--- config.mk ---
export PLATFORM = sky130hd
export DESIGN_NAME = aud_i2s_ctrl
export DESIGN_NICKNAME = d
export VERILOG_FILES = /design/src/rtl/aud_pkg.sv /design/src/rtl/aud_fifo.sv /design/src/rtl/aud_regs.sv /design/src/rtl/aud_serdes.sv /design/src/rtl/aud_i2s_ctrl.sv
export SDC_FILE = /design/constraint.sdc
export NUM_CORES = 1
export LEC_CHECK = 0
export ABC_AREA = 1
export BUFFER_PORTS_ARGS = -buffer_cell sky130_fd_sc_hd__buf_2
export CAP_MARGIN = 20
export CORE_MARGIN = 2
export CORE_UTILIZATION = 55
export DETAILED_ROUTE_END_ITERATION = 16
export PLACE_DENSITY = 0.77
export SYNTH_ARGS = -nofsm -noshare
export SYNTH_HDL_FRONTEND = slang
export SYNTH_SLANG_ARGS = --single-unit
--- constraint.sdc ---
create_clock -name clk -period 10.75 [get_ports clk]
set_input_delay 0.5375 -clock clk [delete_from_list [all_inputs] [get_ports clk]]
set_output_delay 0.5375 -clock clk [all_outputs]
set_load 0.1 [all_outputs]
--- src/rtl/aud_pkg.sv ---
package aud_pkg;

   // register word indices
   localparam logic [2:0] IDX_CTRL = 3'd0;
   localparam logic [2:0] IDX_STAT = 3'd1;
   localparam logic [2:0] IDX_ERR  = 3'd2;
   localparam logic [2:0] IDX_DIV  = 3'd3;
   localparam logic [2:0] IDX_TXP  = 3'd4;
   localparam logic [2:0] IDX_RXP  = 3'd5;

   // control field positions
   localparam int CB_TXEN  = 0;
   localparam int CB_TXIE  = 1;
   localparam int CB_RXEN  = 2;
   localparam int CB_RXIE  = 3;
   localparam int CB_TXWL  = 8;
   localparam int CB_RXWL  = 12;
   localparam int CB_FLUSH = 16;
   localparam int CB_CODEC = 17;
   localparam int WL_W     = 3;

   typedef struct packed {
      logic            codec_rst;
      logic            flush;
      logic [WL_W-1:0] rx_wl;
      logic [WL_W-1:0] tx_wl;
      logic            rx_ie;
      logic            rx_en;
      logic            tx_ie;
      logic            tx_en;
   } ctl_t;

endpackage

--- src/rtl/aud_fifo.sv ---
module aud_fifo #(
   parameter int W     = 32,
   parameter int DEPTH = 4,
   localparam int AW   = $clog2(DEPTH),
   localparam int CW   = $clog2(DEPTH + 1)
) (
   input  logic          clk,
   input  logic          rst_n,
   input  logic          flush,
   input  logic          push,
   input  logic [W-1:0]  din,
   input  logic          pop,
   output logic [W-1:0]  dout,
   output logic [CW-1:0] count,
   output logic          full,
   output logic          empty
);

   generate
      if (DEPTH < 2 || (DEPTH & (DEPTH - 1)) != 0) begin : g_bad_depth
         $error("aud_fifo: DEPTH must be a power of two of at least 2");
      end
   endgenerate

   localparam logic [CW-1:0] CNT_FULL = CW'(DEPTH);

   logic [AW-1:0] wr_q, rd_q;
   logic [CW-1:0] cnt_q;
   logic          push_ok, pop_ok;
   logic [W-1:0]  ent [DEPTH];

   assign full    = (cnt_q == CNT_FULL);
   assign empty   = (cnt_q == '0);
   assign push_ok = push && !full && !flush;
   assign pop_ok  = pop && !empty && !flush;
   assign count   = cnt_q;
   assign dout    = ent[rd_q];

   for (genvar i = 0; i < DEPTH; i++) begin : g_ent
      logic [W-1:0] q;
      always_ff @(posedge clk) begin
         if (push_ok && wr_q == AW'(i)) q <= din;
      end
      assign ent[i] = q;
   end

   always_ff @(posedge clk or negedge rst_n) begin
      if (!rst_n) begin
         wr_q  <= '0;
         rd_q  <= '0;
         cnt_q <= '0;
      end else if (flush) begin
         wr_q  <= '0;
         rd_q  <= '0;
         cnt_q <= '0;
      end else begin
         if (push_ok) wr_q <= wr_q + AW'(1);
         if (pop_ok)  rd_q <= rd_q + AW'(1);
         case ({push_ok, pop_ok})
            2'b10:   cnt_q <= cnt_q + CW'(1);
            2'b01:   cnt_q <= cnt_q - CW'(1);
            default: cnt_q <= cnt_q;
         endcase
      end
   end

endmodule

--- src/rtl/aud_regs.sv ---
module aud_regs
   import aud_pkg::*;
#(
   parameter int W       = 32,
   parameter int DEPTH   = 4,
   parameter int CW      = 3,
   parameter int DIV_W   = 10,
   parameter int DIV_RST = 128
) (
   input  logic             clk,
   input  logic             rst_n,
   input  logic             bus_wr,
   input  logic             bus_rd,
   input  logic [2:0]       bus_idx,
   input  logic [W-1:0]     bus_wdata,
   output logic [W-1:0]     bus_rdata,
   input  logic [CW-1:0]    tx_count,
   input  logic             tx_full,
   input  logic             tx_empty,
   input  logic [CW-1:0]    rx_count,
   input  logic             rx_full,
   input  logic             rx_empty,
   input  logic [W-1:0]     rx_head,
   input  logic             tx_udf,
   input  logic             rx_ovf,
   output ctl_t             ctl,
   output logic [DIV_W-1:0] divide,
   output logic             tx_push,
   output logic             rx_pop,
   output logic [1:0]       err,
   output logic             irq
);

   generate
      if (W < CB_CODEC + 1) begin : g_bad_w
         $error("aud_regs: data width too small for the control fields");
      end
      if (DIV_W > W) begin : g_bad_div
         $error("aud_regs: divider wider than the data bus");
      end
   endgenerate

   localparam logic [CW-1:0] CNT_FULL = CW'(DEPTH);

   logic [CW-1:0] tx_free, rx_free;
   logic          tx_alert, rx_alert;
   logic          wr_txp, rd_rxp, tx_ovf, rx_udf, wr_err;
   logic [5:0]    stat;
   logic [W-1:0]  ctl_rd;

   always_comb begin
      tx_free  = CNT_FULL - tx_count;
      rx_free  = CNT_FULL - rx_count;
      tx_alert = 32'(tx_free) > 32'(ctl.tx_wl);
      rx_alert = 32'(rx_free) < 32'(ctl.rx_wl);
      stat     = {rx_full, rx_empty, tx_full, tx_empty, rx_alert, tx_alert};
      irq      = (tx_alert && ctl.tx_ie) || (rx_alert && ctl.rx_ie);
   end

   assign wr_txp  = bus_wr && (bus_idx == IDX_TXP);
   assign rd_rxp  = bus_rd && (bus_idx == IDX_RXP);
   assign wr_err  = bus_wr && (bus_idx == IDX_ERR);
   assign tx_push = wr_txp && !tx_full;
   assign tx_ovf  = wr_txp && tx_full;
   assign rx_pop  = rd_rxp && !rx_empty;
   assign rx_udf  = rd_rxp && rx_empty;

   always_ff @(posedge clk or negedge rst_n) begin
      if (!rst_n) begin
         ctl    <= '0;
         divide <= DIV_W'(DIV_RST);
         err    <= '0;
      end else begin
         if (bus_wr && bus_idx == IDX_CTRL) begin
            ctl.tx_en     <= bus_wdata[CB_TXEN];
            ctl.tx_ie     <= bus_wdata[CB_TXIE];
            ctl.rx_en     <= bus_wdata[CB_RXEN];
            ctl.rx_ie     <= bus_wdata[CB_RXIE];
            ctl.tx_wl     <= bus_wdata[CB_TXWL +: WL_W];
            ctl.rx_wl     <= bus_wdata[CB_RXWL +: WL_W];
            ctl.flush     <= bus_wdata[CB_FLUSH];
            ctl.codec_rst <= bus_wdata[CB_CODEC];
         end
         if (bus_wr && bus_idx == IDX_DIV) divide <= bus_wdata[DIV_W-1:0];
         // a new event in the same cycle as a clear keeps the flag set
         if (tx_ovf || tx_udf)              err[0] <= 1'b1;
         else if (wr_err && bus_wdata[0])   err[0] <= 1'b0;
         if (rx_ovf || rx_udf)              err[1] <= 1'b1;
         else if (wr_err && bus_wdata[1])   err[1] <= 1'b0;
      end
   end

   always_comb begin
      ctl_rd                      = '0;
      ctl_rd[CB_TXEN]             = ctl.tx_en;
      ctl_rd[CB_TXIE]             = ctl.tx_ie;
      ctl_rd[CB_RXEN]             = ctl.rx_en;
      ctl_rd[CB_RXIE]             = ctl.rx_ie;
      ctl_rd[CB_TXWL +: WL_W]     = ctl.tx_wl;
      ctl_rd[CB_RXWL +: WL_W]     = ctl.rx_wl;
      ctl_rd[CB_FLUSH]            = ctl.flush;
      ctl_rd[CB_CODEC]            = ctl.codec_rst;
      case (bus_idx)
         IDX_CTRL: bus_rdata = ctl_rd;
         IDX_STAT: bus_rdata = W'(stat);
         IDX_ERR:  bus_rdata = W'(err);
         IDX_DIV:  bus_rdata = W'(divide);
         IDX_RXP:  bus_rdata = rx_empty ? '0 : rx_head;
         default:  bus_rdata = '0;
      endcase
   end

endmodule

--- src/rtl/aud_serdes.sv ---
module aud_serdes #(
   parameter int CH_W  = 16,
   parameter int DIV_W = 10,
   localparam int W    = 2 * CH_W
) (
   input  logic             clk,
   input  logic             rst_n,
   input  logic             tx_en,
   input  logic             rx_en,
   input  logic [DIV_W-1:0] divide,
   input  logic             tx_empty,
   input  logic [W-1:0]     tx_head,
   input  logic             rx_full,
   input  logic             sdin,
   output logic             tx_pop,
   output logic             tx_udf,
   output logic             rx_push,
   output logic             rx_ovf,
   output logic [W-1:0]     rx_word,
   output logic             sclk,
   output logic             lrck,
   output logic             sdout
);

   // sclk half-periods per word-clock level
   localparam int PH_N = 2 * CH_W;
   localparam int PH_W = $clog2(PH_N);
   localparam logic [PH_W-1:0] PH_LAST = PH_W'(PH_N - 1);

   generate
      if ((CH_W & (CH_W - 1)) != 0 || CH_W < 2) begin : g_bad_ch
         $error("aud_serdes: CH_W must be a power of two");
      end
      if (DIV_W <= PH_W) begin : g_bad_div
         $error("aud_serdes: divider too narrow for the channel width");
      end
   endgenerate

   logic             run, run_q, tick, ph_last, frame_end, load;
   logic [DIV_W-1:0] half, step, sub_q;
   logic [PH_W-1:0]  ph_q;
   logic             lr_q;
   logic [W-1:0]     tx_sh_q, rx_sh_q;

   assign run       = tx_en | rx_en;
   assign half      = divide >> PH_W;
   assign step      = (half == '0) ? '0 : half - DIV_W'(1);
   assign tick      = run_q && (sub_q >= step);
   assign ph_last   = (ph_q == PH_LAST);
   assign frame_end = tick && ph_last && lr_q;
   assign load      = run && (!run_q || frame_end);

   assign tx_pop  = load && tx_en && !tx_empty;
   assign tx_udf  = load && tx_en && tx_empty;
   assign rx_push = frame_end && rx_en && !rx_full;
   assign rx_ovf  = frame_end && rx_en && rx_full;
   assign rx_word = rx_sh_q;

   assign sclk  = ph_q[0];
   assign lrck  = lr_q;
   assign sdout = tx_en & tx_sh_q[W-1];

   always_ff @(posedge clk or negedge rst_n) begin
      if (!rst_n) begin
         run_q   <= 1'b0;
         sub_q   <= '0;
         ph_q    <= '0;
         lr_q    <= 1'b0;
         tx_sh_q <= '0;
      end else if (!run) begin
         run_q   <= 1'b0;
         sub_q   <= '0;
         ph_q    <= '0;
         lr_q    <= 1'b0;
         tx_sh_q <= '0;
      end else begin
         run_q <= 1'b1;
         if (run_q) begin
            if (tick) begin
               sub_q <= '0;
               ph_q  <= ph_q + PH_W'(1);
               if (ph_last) lr_q <= ~lr_q;
            end else begin
               sub_q <= sub_q + DIV_W'(1);
            end
         end
         if (load)                tx_sh_q <= tx_pop ? tx_head : '0;
         else if (tick && ph_q[0]) tx_sh_q <= {tx_sh_q[W-2:0], 1'b0};
      end
   end

   // capture shifter samples on the rising bit clock
   always_ff @(posedge clk or negedge rst_n) begin
      if (!rst_n)                 rx_sh_q <= '0;
      else if (tick && !ph_q[0])  rx_sh_q <= {rx_sh_q[W-2:0], sdin};
   end

endmodule

--- src/rtl/aud_i2s_ctrl.sv ---
module aud_i2s_ctrl
   import aud_pkg::*;
#(
   parameter int CH_W    = 16,
   parameter int DEPTH   = 4,
   parameter int DIV_W   = 10,
   parameter int DIV_RST = 128,
   localparam int W      = 2 * CH_W
) (
   input  logic         clk,
   input  logic         rst_n,
   input  logic         bus_wr,
   input  logic         bus_rd,
   input  logic [2:0]   bus_idx,
   input  logic [W-1:0] bus_wdata,
   output logic [W-1:0] bus_rdata,
   input  logic         sdin_i,
   output logic         sclk_o,
   output logic         lrck_o,
   output logic         sdout_o,
   output logic         codec_rst_o,
   output logic         irq_o
);

   localparam int CW = $clog2(DEPTH + 1);

   generate
      if (DIV_RST >= (1 << DIV_W)) begin : g_bad_rst
         $error("aud_i2s_ctrl: divider reset value does not fit");
      end
   endgenerate

   ctl_t             ctl;
   logic [DIV_W-1:0] divide;
   logic [1:0]       err_flags;
   logic [CW-1:0]    tx_cnt, rx_cnt;
   logic             tx_full, tx_empty, rx_full, rx_empty;
   logic             tx_push, tx_pop, rx_push, rx_pop, tx_udf, rx_ovf;
   logic [W-1:0]     tx_head, rx_head, rx_word;

   aud_regs #(.W(W), .DEPTH(DEPTH), .CW(CW), .DIV_W(DIV_W), .DIV_RST(DIV_RST)) u_regs (
      .clk(clk), .rst_n(rst_n), .bus_wr(bus_wr), .bus_rd(bus_rd), .bus_idx(bus_idx),
      .bus_wdata(bus_wdata), .bus_rdata(bus_rdata),
      .tx_count(tx_cnt), .tx_full(tx_full), .tx_empty(tx_empty),
      .rx_count(rx_cnt), .rx_full(rx_full), .rx_empty(rx_empty), .rx_head(rx_head),
      .tx_udf(tx_udf), .rx_ovf(rx_ovf), .ctl(ctl), .divide(divide),
      .tx_push(tx_push), .rx_pop(rx_pop), .err(err_flags), .irq(irq_o)
   );

   aud_fifo #(.W(W), .DEPTH(DEPTH)) u_txq (
      .clk(clk), .rst_n(rst_n), .flush(ctl.flush), .push(tx_push), .din(bus_wdata),
      .pop(tx_pop), .dout(tx_head), .count(tx_cnt), .full(tx_full), .empty(tx_empty)
   );

   aud_fifo #(.W(W), .DEPTH(DEPTH)) u_rxq (
      .clk(clk), .rst_n(rst_n), .flush(ctl.flush), .push(rx_push), .din(rx_word),
      .pop(rx_pop), .dout(rx_head), .count(rx_cnt), .full(rx_full), .empty(rx_empty)
   );

   aud_serdes #(.CH_W(CH_W), .DIV_W(DIV_W)) u_ser (
      .clk(clk), .rst_n(rst_n), .tx_en(ctl.tx_en), .rx_en(ctl.rx_en), .divide(divide),
      .tx_empty(tx_empty), .tx_head(tx_head), .rx_full(rx_full), .sdin(sdin_i),
      .tx_pop(tx_pop), .tx_udf(tx_udf), .rx_push(rx_push), .rx_ovf(rx_ovf),
      .rx_word(rx_word), .sclk(sclk_o), .lrck(lrck_o), .sdout(sdout_o)
   );

   assign codec_rst_o = ctl.codec_rst;

endmodule

==> run summary, run 1 <==
The count of routing violations after the opening detailed-route iteration is 1,112, and the number of gates resized after CTS is 0. The number of maximum-capacitance violations was 0. Across the routed clock network, the largest skew measured is 0.0172 ns. Summing the areas of all and, or, nand and nor instances in the mapped netlist gives 12.9% of the synthesized area. The clock period could shrink to 4.02 ns. The first global-routing pass estimated 55,300 um of wire. The tools report the critical register-to-register path startpoint as u_regs.divide[5]. Row generation in the floorplan step produced 62 rows. Global-route usage over all layers: 23.0%. The clock passes through at most 3 buffers. The synthesized netlist devotes 10.1% of its cell area to compound gates. After detailed routing, the number of remaining DRC violations is 0. The clock reaches the later pin of the worst-skew pair after 0.53 ns.

The count of yosys warnings during synthesis is 0, and the area share of the largest cell type after synthesis is 48.3%. The tools report the launching element of the worst setup path as u_rxq.rd_q[0]. The number of instances on the worst hold path is 2. For the final routed database, the setup TNS stands at 0 ns.

Of all cell types, the one taking the most synthesized area is edfxtp_1. The synthesized netlist occupies a cell area of 0.0159 mm2. X dimension of the die: 174 um. Summing the areas of all fa, ha and maj instances in the mapped netlist gives 2.84% of the synthesized area.

Counting flops and latches in the post-synthesis netlist gives 375. The logs give 0 for the count of antenna-violating nets left after detailed routing and 3.48 ns for the data arrival time at the worst-slack endpoint. The xor/xnor cell area share of the yosys netlist is 0.440%, and the number of port buffers is 76. The global-route congestion overflow total came out at 0. For the number of vias after detailed routing, the log shows 10,628.

The worst pin sits at a relative slew slack of 28.1%. Summing the sequential cell areas from Yosys gives 67.0% of the chip area. The tools report the critical path endpoint as bus_rdata[7]. The synthesized net count is 1,492, and the clock input transition at the sequential cells of the worst setup and hold paths is 0.06 ns.

The total setup violations reported at the end of the flow was 0. For the data required time at the worst endpoint, the log shows 10.21 ns. The run finished with clean final reports.

The pin count of the biggest net entering global routing came out at 67. Synthesis instantiated 52 different standard cells from the library. Max-slew violation count: 0.

Dividing the synthesized area by the synthesized cell count gives 11.2 um2. In this run the critical register-to-register path is captured at u_rxq.g_ent[2].q[8]. For the area enclosed by the die boundary, the log shows 0.0303 mm2. The fraction of registers with async set/reset was 31.7%; the highest achievable clock rate was 249 MHz. The tools report the number of global-route vias before repair as 10,660. The total power was 3310 uW. The first detailed-routing pass took 6 iterations. For the pin with the worst max-slew slack, the measured transition is 1.08 ns. In this run the cell area measured after placement is 0.0166 mm2. The share of synthesized area spent on multiplexers was 2.19%. Setup repair after global routing left no endpoint under its margin. The tools report the number of hold buffers added after CTS as 1. TritonCTS built the clock tree. The height of the die is 174 um. The logs give 0.0180 mm2 for the final instance area and 1,562 for the layout net count.

Clock tree synthesis found a total of 375 sinks. In this run the clock root is driven by a clkbuf_16. The area overhead of the layout relative to synthesis is 12.9%. By area the synthesized netlist is led by edfxtp_1 (48%), dfrtp_1 (19%), nand2_1 (5.5%), o21ai_0 (5.1%), nor2_1 (4.7%). The TritonCTS buffer count is 38, and the number of enable flip-flop cells after synthesis is 256. The per-cell routed wire length is 18.1 um. 77 I/O pins were placed.

For this configuration, the core starts out at a cell density of 55.6%. The number of buffers inserted to repair setup after CTS is 0. Category of the critical setup timing path: flip-flop to primary output. The type of the tightest min-delay check is input port to flip-flop.

Routability-driven placement finished with a final weighted congestion of 0.889. The run gives 34,500 um as the total length of routed wires. By area, the combinational part of the netlist is dominated by simple AND/OR/NAND/NOR gates. Cells with a size suffix above 1 make up 13.9% of the layout. For this design the static power due to leakage is 0.00725 uW. Dividing the detail-routed via count by the number of cells gives 5.59.

The number of H-tree branching levels is 2, and the number of endpoints with negative hold slack in the final report is 0. The number of instances in the synthesized netlist is 1,417, and the final clock period utilization by the worst path is 37.4%. The number of antenna violations at the first check in global routing is 1, and the reg-to-reg setup timing slack is 6.80 ns. The library cells used most frequently in the layout, excluding fill and tap cells, are edfxtp_1 (256), nand2_1 (235), nor2_1 (193), o21ai_0 (162), dfrtp_1 (116). Power spread over the standard cell area amounts to 184 mW/mm2.

The run gives 0.187 mV as the peak supply drop. STA classifies the critical path endpoint as a primary output. Detailed placement finished with a half-perimeter wire length of 20,700 um. The top flip-flop cell by instance count after synthesis was edfxtp_1. STA classifies the critical path startpoint as a flip-flop.

The largest fanout of any net on the critical path is 66, and the core box area is 0.0286 mm2. Leaving out fill and tap cells, the most frequent cell in the layout is edfxtp_1. The depth of the worst register-to-register path is 18.
## cells by family after synthesis
kind of cell	Yosys count
multiplexers	31
flip-flops	375
AO/OA/AOI/OAI	295
buffers and inverters	179
XOR/XNOR	8
AND/OR/NAND/NOR	494
adder cells (fa/ha/maj)	35
## critical path, stage by stage, from the launching register on
cell and delay [ns]:
dfrtp_2 0.38, buf_4 0.31, inv_1 0.45, buf_4 0.52, o21ai_0 0.15, o22ai_1 0.25, nand2_1 0.08, o21ai_0 0.22
buf_2 0.53
## flip-flops by register name, indices dropped and copies added (netlist names)
signal	cells
u_rxq.g_ent.q	128
u_txq.g_ent.q	128
u_ser.rx_word	32
u_ser.tx_sh_q	32
u_regs.ctl	12
u_regs.divide	10
u_ser.sub_q	10
u_ser.ph_q	5
u_rxq.count	3
u_txq.count	3
u_regs.err	2
u_rxq.rd_q	2
u_rxq.wr_q	2
u_txq.rd_q	2
u_txq.wr_q	2
u_ser.lrck	1
u_ser.run_q	1
## worst min-delay path by stage
stage	startpoint	end	slack [ns]
floorplan	rst_n	u_regs.ctl[0]	0.24
global placement	u_ser.ph_q[4]	u_ser.ph_q[4]	0.46
detailed placement	u_ser.tx_sh_q[12]	u_ser.tx_sh_q[12]	0.46
CTS	sdin_i	u_ser.rx_word[0]	0.21
global route	sdin_i	u_ser.rx_word[0]	0.21
finish	sdin_i	u_ser.rx_word[0]	0.22
## where the power goes
| part | switching (uW) | total, uW | internal, uW | leakage, uW |
|---|---|---|---|---|
| Clock | 534 | 1280 | 749 | 0.000595 |
| Combinational | 260 | 352 | 91.6 | 0.00273 |
| Sequential | 61.4 | 1680 | 1620 | 0.00392 |
## layer usage
layer | track usage (%) | vias up | wire [um] | part of all wire [%]
met5 | 0 | - | 0 | 0
met4 | 7.18 | 0 | 822 | 2.4
met3 | 4.68 | 58 | 2200 | 6.4
met2 | 39.2 | 346 | 17300 | 50
met1 | 29.8 | 5214 | 14200 | 41
li1 | - | 5010 | - | -
## cell usage after synthesis (all sizes together), types with 2 or more instances
cell type,number
nand2,241
clkbuf,41
xor2,5
dfrtp,118
xnor2,3
ha,33
nor2,209
o2111ai,3
a32o,2
a32oi,2
inv,118
o221ai,2
a22oi,2
o21ai,191
fa,2
buf,20
a21oi,37
nand3,24
o211ai,2
mux2,31
edfxtp,256
o22ai,48
nand4,4
nor3,12
a22o,2
## per-stage QoR
| stage | utilization [%] | setup WS, ns | std cells | hold slack (ns) |
|---|---|---|---|---|
| 3_3_place_gp | 58.2 | 6.96 | 1826 | 0.459 |
| 2_1_floorplan | - | 6.67 | 1417 | 0.242 |
| 3_5_place_dp | 58.2 | 6.81 | 1826 | 0.465 |
| 5_1_grt | 62.8 | 6.39 | 1902 | 0.210 |
| 4_1_cts | 62.5 | 6.78 | 1897 | 0.212 |
| 6_report | 62.8 | 6.73 | 1902 | 0.220 |
## cell type report
type,count,area [um2]
diodes,1,2.50
clock buffers,55,1080
clock inverters,15,145
fillers,2136,10600
inverters,118,450
multi-input cells,863,4590
flip-flops and latches,375,10700
well taps,384,480
repair buffers,91,566
No activity file was read; power rests on OpenSTA's default activity.
==> run 2: changes to the inputs <==
--- a/config.mk
+++ b/config.mk
@@ -5,13 +5,13 @@
 export SDC_FILE = /design/constraint.sdc
 export NUM_CORES = 1
 export LEC_CHECK = 0
-export ABC_AREA = 1
+export ABC_AREA = 0
 export BUFFER_PORTS_ARGS = -buffer_cell sky130_fd_sc_hd__buf_2
 export CAP_MARGIN = 20
 export CORE_MARGIN = 2
 export CORE_UTILIZATION = 55
 export DETAILED_ROUTE_END_ITERATION = 16
-export PLACE_DENSITY = 0.77
+export PLACE_DENSITY = 0.79
 export SYNTH_ARGS = -nofsm -noshare
 export SYNTH_HDL_FRONTEND = slang
 export SYNTH_SLANG_ARGS = --single-unit
==> constraint.sdc (replaced) <==
create_clock -name clk -period 3.67 [get_ports clk]
set_input_delay 0.1835 -clock clk [delete_from_list [all_inputs] [get_ports clk]]
set_output_delay 0.1835 -clock clk [all_outputs]
set_load 0.1 [all_outputs]
==> run 2 against run 1 <==
Against the previous run: power increased to 3.1 times the previous value; critical path type is now flip-flop to flip-flop; flip-flop and latch count stayed put; clock-buffer cell count grew 2; cell area up 3.1%; first-iteration DRC count decreased by 15%; critical endpoint is now u_txq.count[2]; combinational power grew to 4.0 times the previous value.
==> run summary, run 2 <==
The run finished with clean final reports. The tools report the library cell used as clock root buffer as clkbuf_16 (unchanged). The tools report the remaining max-slew budget at the tightest pin as 40.4% (was 28.1%). The actual transition at the worst max-transition pin was 0.894 ns (was 1.08 ns); the number of distinct library cells after synthesis was 63 (was 52). The post-detailed-route DRC marker count was 0 (unchanged). X dimension of the die: 174 um (about the same). The clock power share is 39.2% (was 38.7%). The tools report the kind of start point of the critical path as a flip-flop (unchanged). List of cells traversed by the critical path: nor3_1 > nand3_1 > ha_1 > a21oi_1 > o21ai_2 > a22o_1 > a31oi_4 > nor3_1 > fa_1 > and2_1 > mux2i_1 > mux2_1 (was buf_4 > inv_1 > buf_4 > o21ai_0 > o22ai_1 > nand2_1 > o21ai_0 > buf_2). For the worst clock skew on the final layout, the log shows 0.0166 ns (was 0.0172 ns).

TritonCTS built the clock tree. Ranking of synthesized cells by instance count: edfxtp_1 (256), dfrtp_1 (118), mux4_2 (66) (was edfxtp_1 (256), nand2_1 (235), nor2_1 (201)). The fraction of registers with async set/reset was 31.7% (unchanged); the area of the multi-input gates was 0.00495 mm2 (was 0.00459 mm2). Post-synthesis area per instance: 16.9 um2 (was 11.2 um2). Setup repair after global routing could not meet its margin everywhere.

Number of endpoints with negative hold slack in the final report: 0 (unchanged). The top flip-flop cell by instance count after synthesis was edfxtp_1 (unchanged). The net switching fraction of the power is 26.5% (was 25.8%). The per-cell routed wire length works out to 22.3 um (was 18.1 um). The run gives 2730 uW (was 855 uW) as the switching power of the nets. The type of the tightest min-delay check is input port to flip-flop (unchanged). The category of the critical setup timing path is flip-flop to flip-flop (was flip-flop to primary output).

The effective utilization at floorplan was 55.6% (about the same). Element type at the critical path end: a flip-flop (was a primary output). The run gives 9,227 (was 10,660) as the number of global-route vias before repair. The most common library cell in the layout ignoring fill and taps is edfxtp_1 (unchanged). Registers with the most flip-flops: u_rxq.g_ent.q: 128 flops, u_txq.g_ent.q: 128 flops (unchanged). The synthesized net count is 1,017 (was 1,492), and the average via count per standard cell is 5.82 (was 5.59).

The tools report the total length of routed wires as 33,100 um (was 34,500 um). The fraction of layout cells with a size suffix above 1 is 25.4% (was 13.9%), and the global-route usage over all layers is 22.6% (was 23.0%). The cell type with the highest occurrence count on the critical path was nor3_1. For the layout filler cell count, the log shows 1,904 (was 2,136). The TritonCTS sink count was 375 (unchanged).

The cell class contributing the biggest share of worst-path delay is compound AO/OA/AOI/OAI gates (was buffers and inverters). The count of yosys warnings during synthesis is 0 (unchanged), and the max-slew violation count is 0 (unchanged). For the pin count of the biggest net entering global routing, the log shows 61 (was 67).

The area share of the largest cell type after synthesis came out at 48.3% (about the same). Number of register bits inferred by synthesis: 375 (unchanged). The logs give 5 (was 6) for the detailed-router iteration count before antenna repair and 2 (unchanged) for the number of H-tree branching levels. The total power per unit cell area is 555 mW/mm2 (was 184 mW/mm2).

The number of cells in the design after placement is 1,379 (was 1,826), and the number of instances in the synthesized netlist is 942 (was 1,417). The height of the die works out to 174 um (about the same). The most frequently used cell type in the post-synthesis netlist is edfxtp_1 (unchanged). The count of routing violations after the opening detailed-route iteration is 949 (was 1,112). The global-route congestion overflow total was 0 (unchanged); the peak supply drop was 0.452 mV (was 0.187 mV). The number of buffers on the longest clock path was 3 (unchanged). The logs give 0 (unchanged) for the number of maximum-capacitance violations and 67.0% (about the same) for the register area share after synthesis. For the data required time at the worst endpoint, the log shows 4.10 ns (was 10.21 ns).

The post-layout minimum cycle time is 3.50 ns, and the core box area is 0.0286 mm2 (unchanged). The logs give 0.0303 mm2 (about the same) for the area enclosed by the die boundary and 0 (unchanged) for the count of antenna-violating nets left after detailed routing. The highest achievable clock rate is 285 MHz.

The tools report the total setup violations reported at the end of the flow as 0 (unchanged). The slowest cell on the critical path is dfrtp_1 (was buf_2). The final cell count without fillers is 1,487 (was 1,902), and the mapped cell area is 0.0159 mm2 (about the same). The number of port buffers is 76 (unchanged). The leakage power of the design was 0.00708 uW (was 0.00725 uW). The register area was 0.0107 mm2 (about the same). The area overhead of the layout relative to synthesis was 16.4% (was 12.9%); the combined buffer and inverter count along the critical path was 0 (was 4). The run gives 39 (was 38) as the TritonCTS buffer count. The relative contribution of combinational cells to total power is 13.6% (was 10.6%). The I/O pin count was 77 (unchanged). The number of enable flip-flop cells after synthesis is 256 (unchanged), and the layout net count is 1,145 (was 1,562). Commonest cells after routing, fill and taps aside: edfxtp_1 (256), dfrtp_1 (115), buf_2 (75), mux4_2 (66), and2_1 (59) (was edfxtp_1 (256), nand2_1 (235), nor2_1 (193), o21ai_0 (162), dfrtp_1 (116)). The logs give 3.93 ns (was 3.48 ns) for the data arrival time at the worst-slack endpoint and 0.54 ns (was 0.53 ns) for the clock network latency to the later pin of the worst-skew pair. The internal power contribution is 7560 uW (was 2460 uW), and the share of total power in sequential cells is 47.2% (was 50.6%).

The tools report the half-perimeter wire length after detailed placement as 19,900 um (was 20,700 um). The cell accounting for the most synthesized area was edfxtp_1 (unchanged). The largest incremental delay on the critical path was 0.42 ns (was 0.53 ns). Synth top area cells: edfxtp_1 (48%), dfrtp_1 (19%), mux4_2 (9.3%), ha_1 (2.6%), mux2i_1 (2.5%) (was edfxtp_1 (48%), dfrtp_1 (19%), nand2_1 (5.5%), o21ai_0 (5.1%), nor2_1 (4.7%)). For the global placement routability congestion, the log shows 0.862 (was 0.889).

Number of vias after detailed routing: 8,661 (was 10,628). The largest fanout of any net on the critical path works out to 6 (was 66). Of the available clock period, the critical path in the final layout requires 95.5%. The clock input transition at the sequential cells of the worst setup and hold paths is 0.06 ns (about the same), and the number of antenna violations at the first check in global routing is 2 (was 1). For the number of placement rows, the log shows 62 (unchanged). The wire length of the first global-routing pass is 52,500 um (was 55,300 um), and the setup TNS after final layout is 0 ns (unchanged).
## run 2: cell types whose count changed after synthesis, moves of 22 or more
cell,change
and2_1,+63
nand2_1,-211
inv_1,-84
mux4_2,+66
a21oi_1,-22
o21ai_0,-147
o22ai_1,-48
o2bb2ai_1,+31
o21ai_1,-27
mux2i_1,+40
mux2_1,+31
nor2_1,-171
## run 2: power groups by stage
stage                     sequential (uW)  combinational, uW  clock, uW
after floorplan                      4900               1000          0
after global routing                 4880               1520       4260
after CTS                            4860               1400       4080
final                                4860               1400       4040
after global placement               4930               1340          0
after detailed placement             4940               1370          0
## run 2: path summary, 6_finish.rpt
| kind | from | end | slack, ns | cells past startpoint |
|---|---|---|---|---|
| max in group asynchronous | rst_n | u_txq.rd_q[0] | 2.52 | 3 |
| max | u_regs.divide[5] | u_txq.count[2] | 0.17 | 12 |
| max reg2reg | u_regs.divide[5] | u_txq.count[2] | 0.17 | 12 |
| min reg2reg | u_ser.tx_sh_q[17] | u_ser.tx_sh_q[17] | 0.49 | 1 |
| min | bus_rd | u_rxq.rd_q[1] | 0.07 | 4 |
| min in group asynchronous | rst_n | u_ser.run_q | 0.31 | 2 |
## run 2: metal layers
metal  share of wire [%]  GRT usage (%)  wire length (um)
met2                  49           37.2             16400
met4                 2.4           6.48               785
met5                   0              0                 0
met1                  42           30.8             13900
met3                 6.3           4.83              2090
## run 2: logic make-up (layout without fill, tap and decap cells)
group           Yosys count  after routing  share of synthesized area (%)
compound gates          111            111                           5.72
xor+xnor                 10             10                          0.597
fa+ha+maj                35             35                           2.84
mux                     161            161                           15.8
buf+inv                  78            237                           2.14
flops                   375            375                           67.0
simple gates            172            172                           5.95
other cells               0              2                              0
## run 2: area by class of cell
type | instances | share of cell area (%)
inverters | 29 | 0.587
repair buffers | 136 | 5.29
flip-flops and latches | 375 | 57.6
clock inverters | 15 | 1.09
clock buffers | 57 | 6.12
multi-input cells | 489 | 26.7
diodes | 2 | 0.0270
well taps | 384 | 2.59
## run 2: worst reg2reg max path, stage by stage, from the launching register on
cell	delay (ns)
dfrtp_1	0.42
nor3_1	0.34
nand3_1	0.26
ha_1	0.37
a21oi_1	0.22
o21ai_2	0.16
a22o_1	0.26
a31oi_4	0.24
nor3_1	0.10
fa_1	0.42
and2_1	0.16
mux2i_1	0.14
mux2_1	0.33
## run 2: stage by stage
stage / hold WS (ns) / utilization [%] / power [uW] / instance area (um2) / setup WS (ns)
after global placement: 0.344 / 58.8 / 6270 / 16800 / 0.272
after CTS: 0.0491 / 64.7 / 10300 / 18500 / 0.141
final: 0.0658 / 64.7 / 10300 / 18500 / 0.166
after detailed placement: 0.368 / 58.8 / 6310 / 16800 / 0.156
after floorplan: -0.112 / - / 5910 / 15900 / 0.280
after global routing: 0.102 / 64.7 / 10700 / 18500 / -0.0422
## run 2: what timing repair did
action / 4_1_cts / 5_1_grt
setup endpoints to repair: 0 / 133
buffers inserted: 0 / 0
hold buffers: 34 / 0
hold endpoints to repair: 203 / 0
resized for setup: 0 / 2
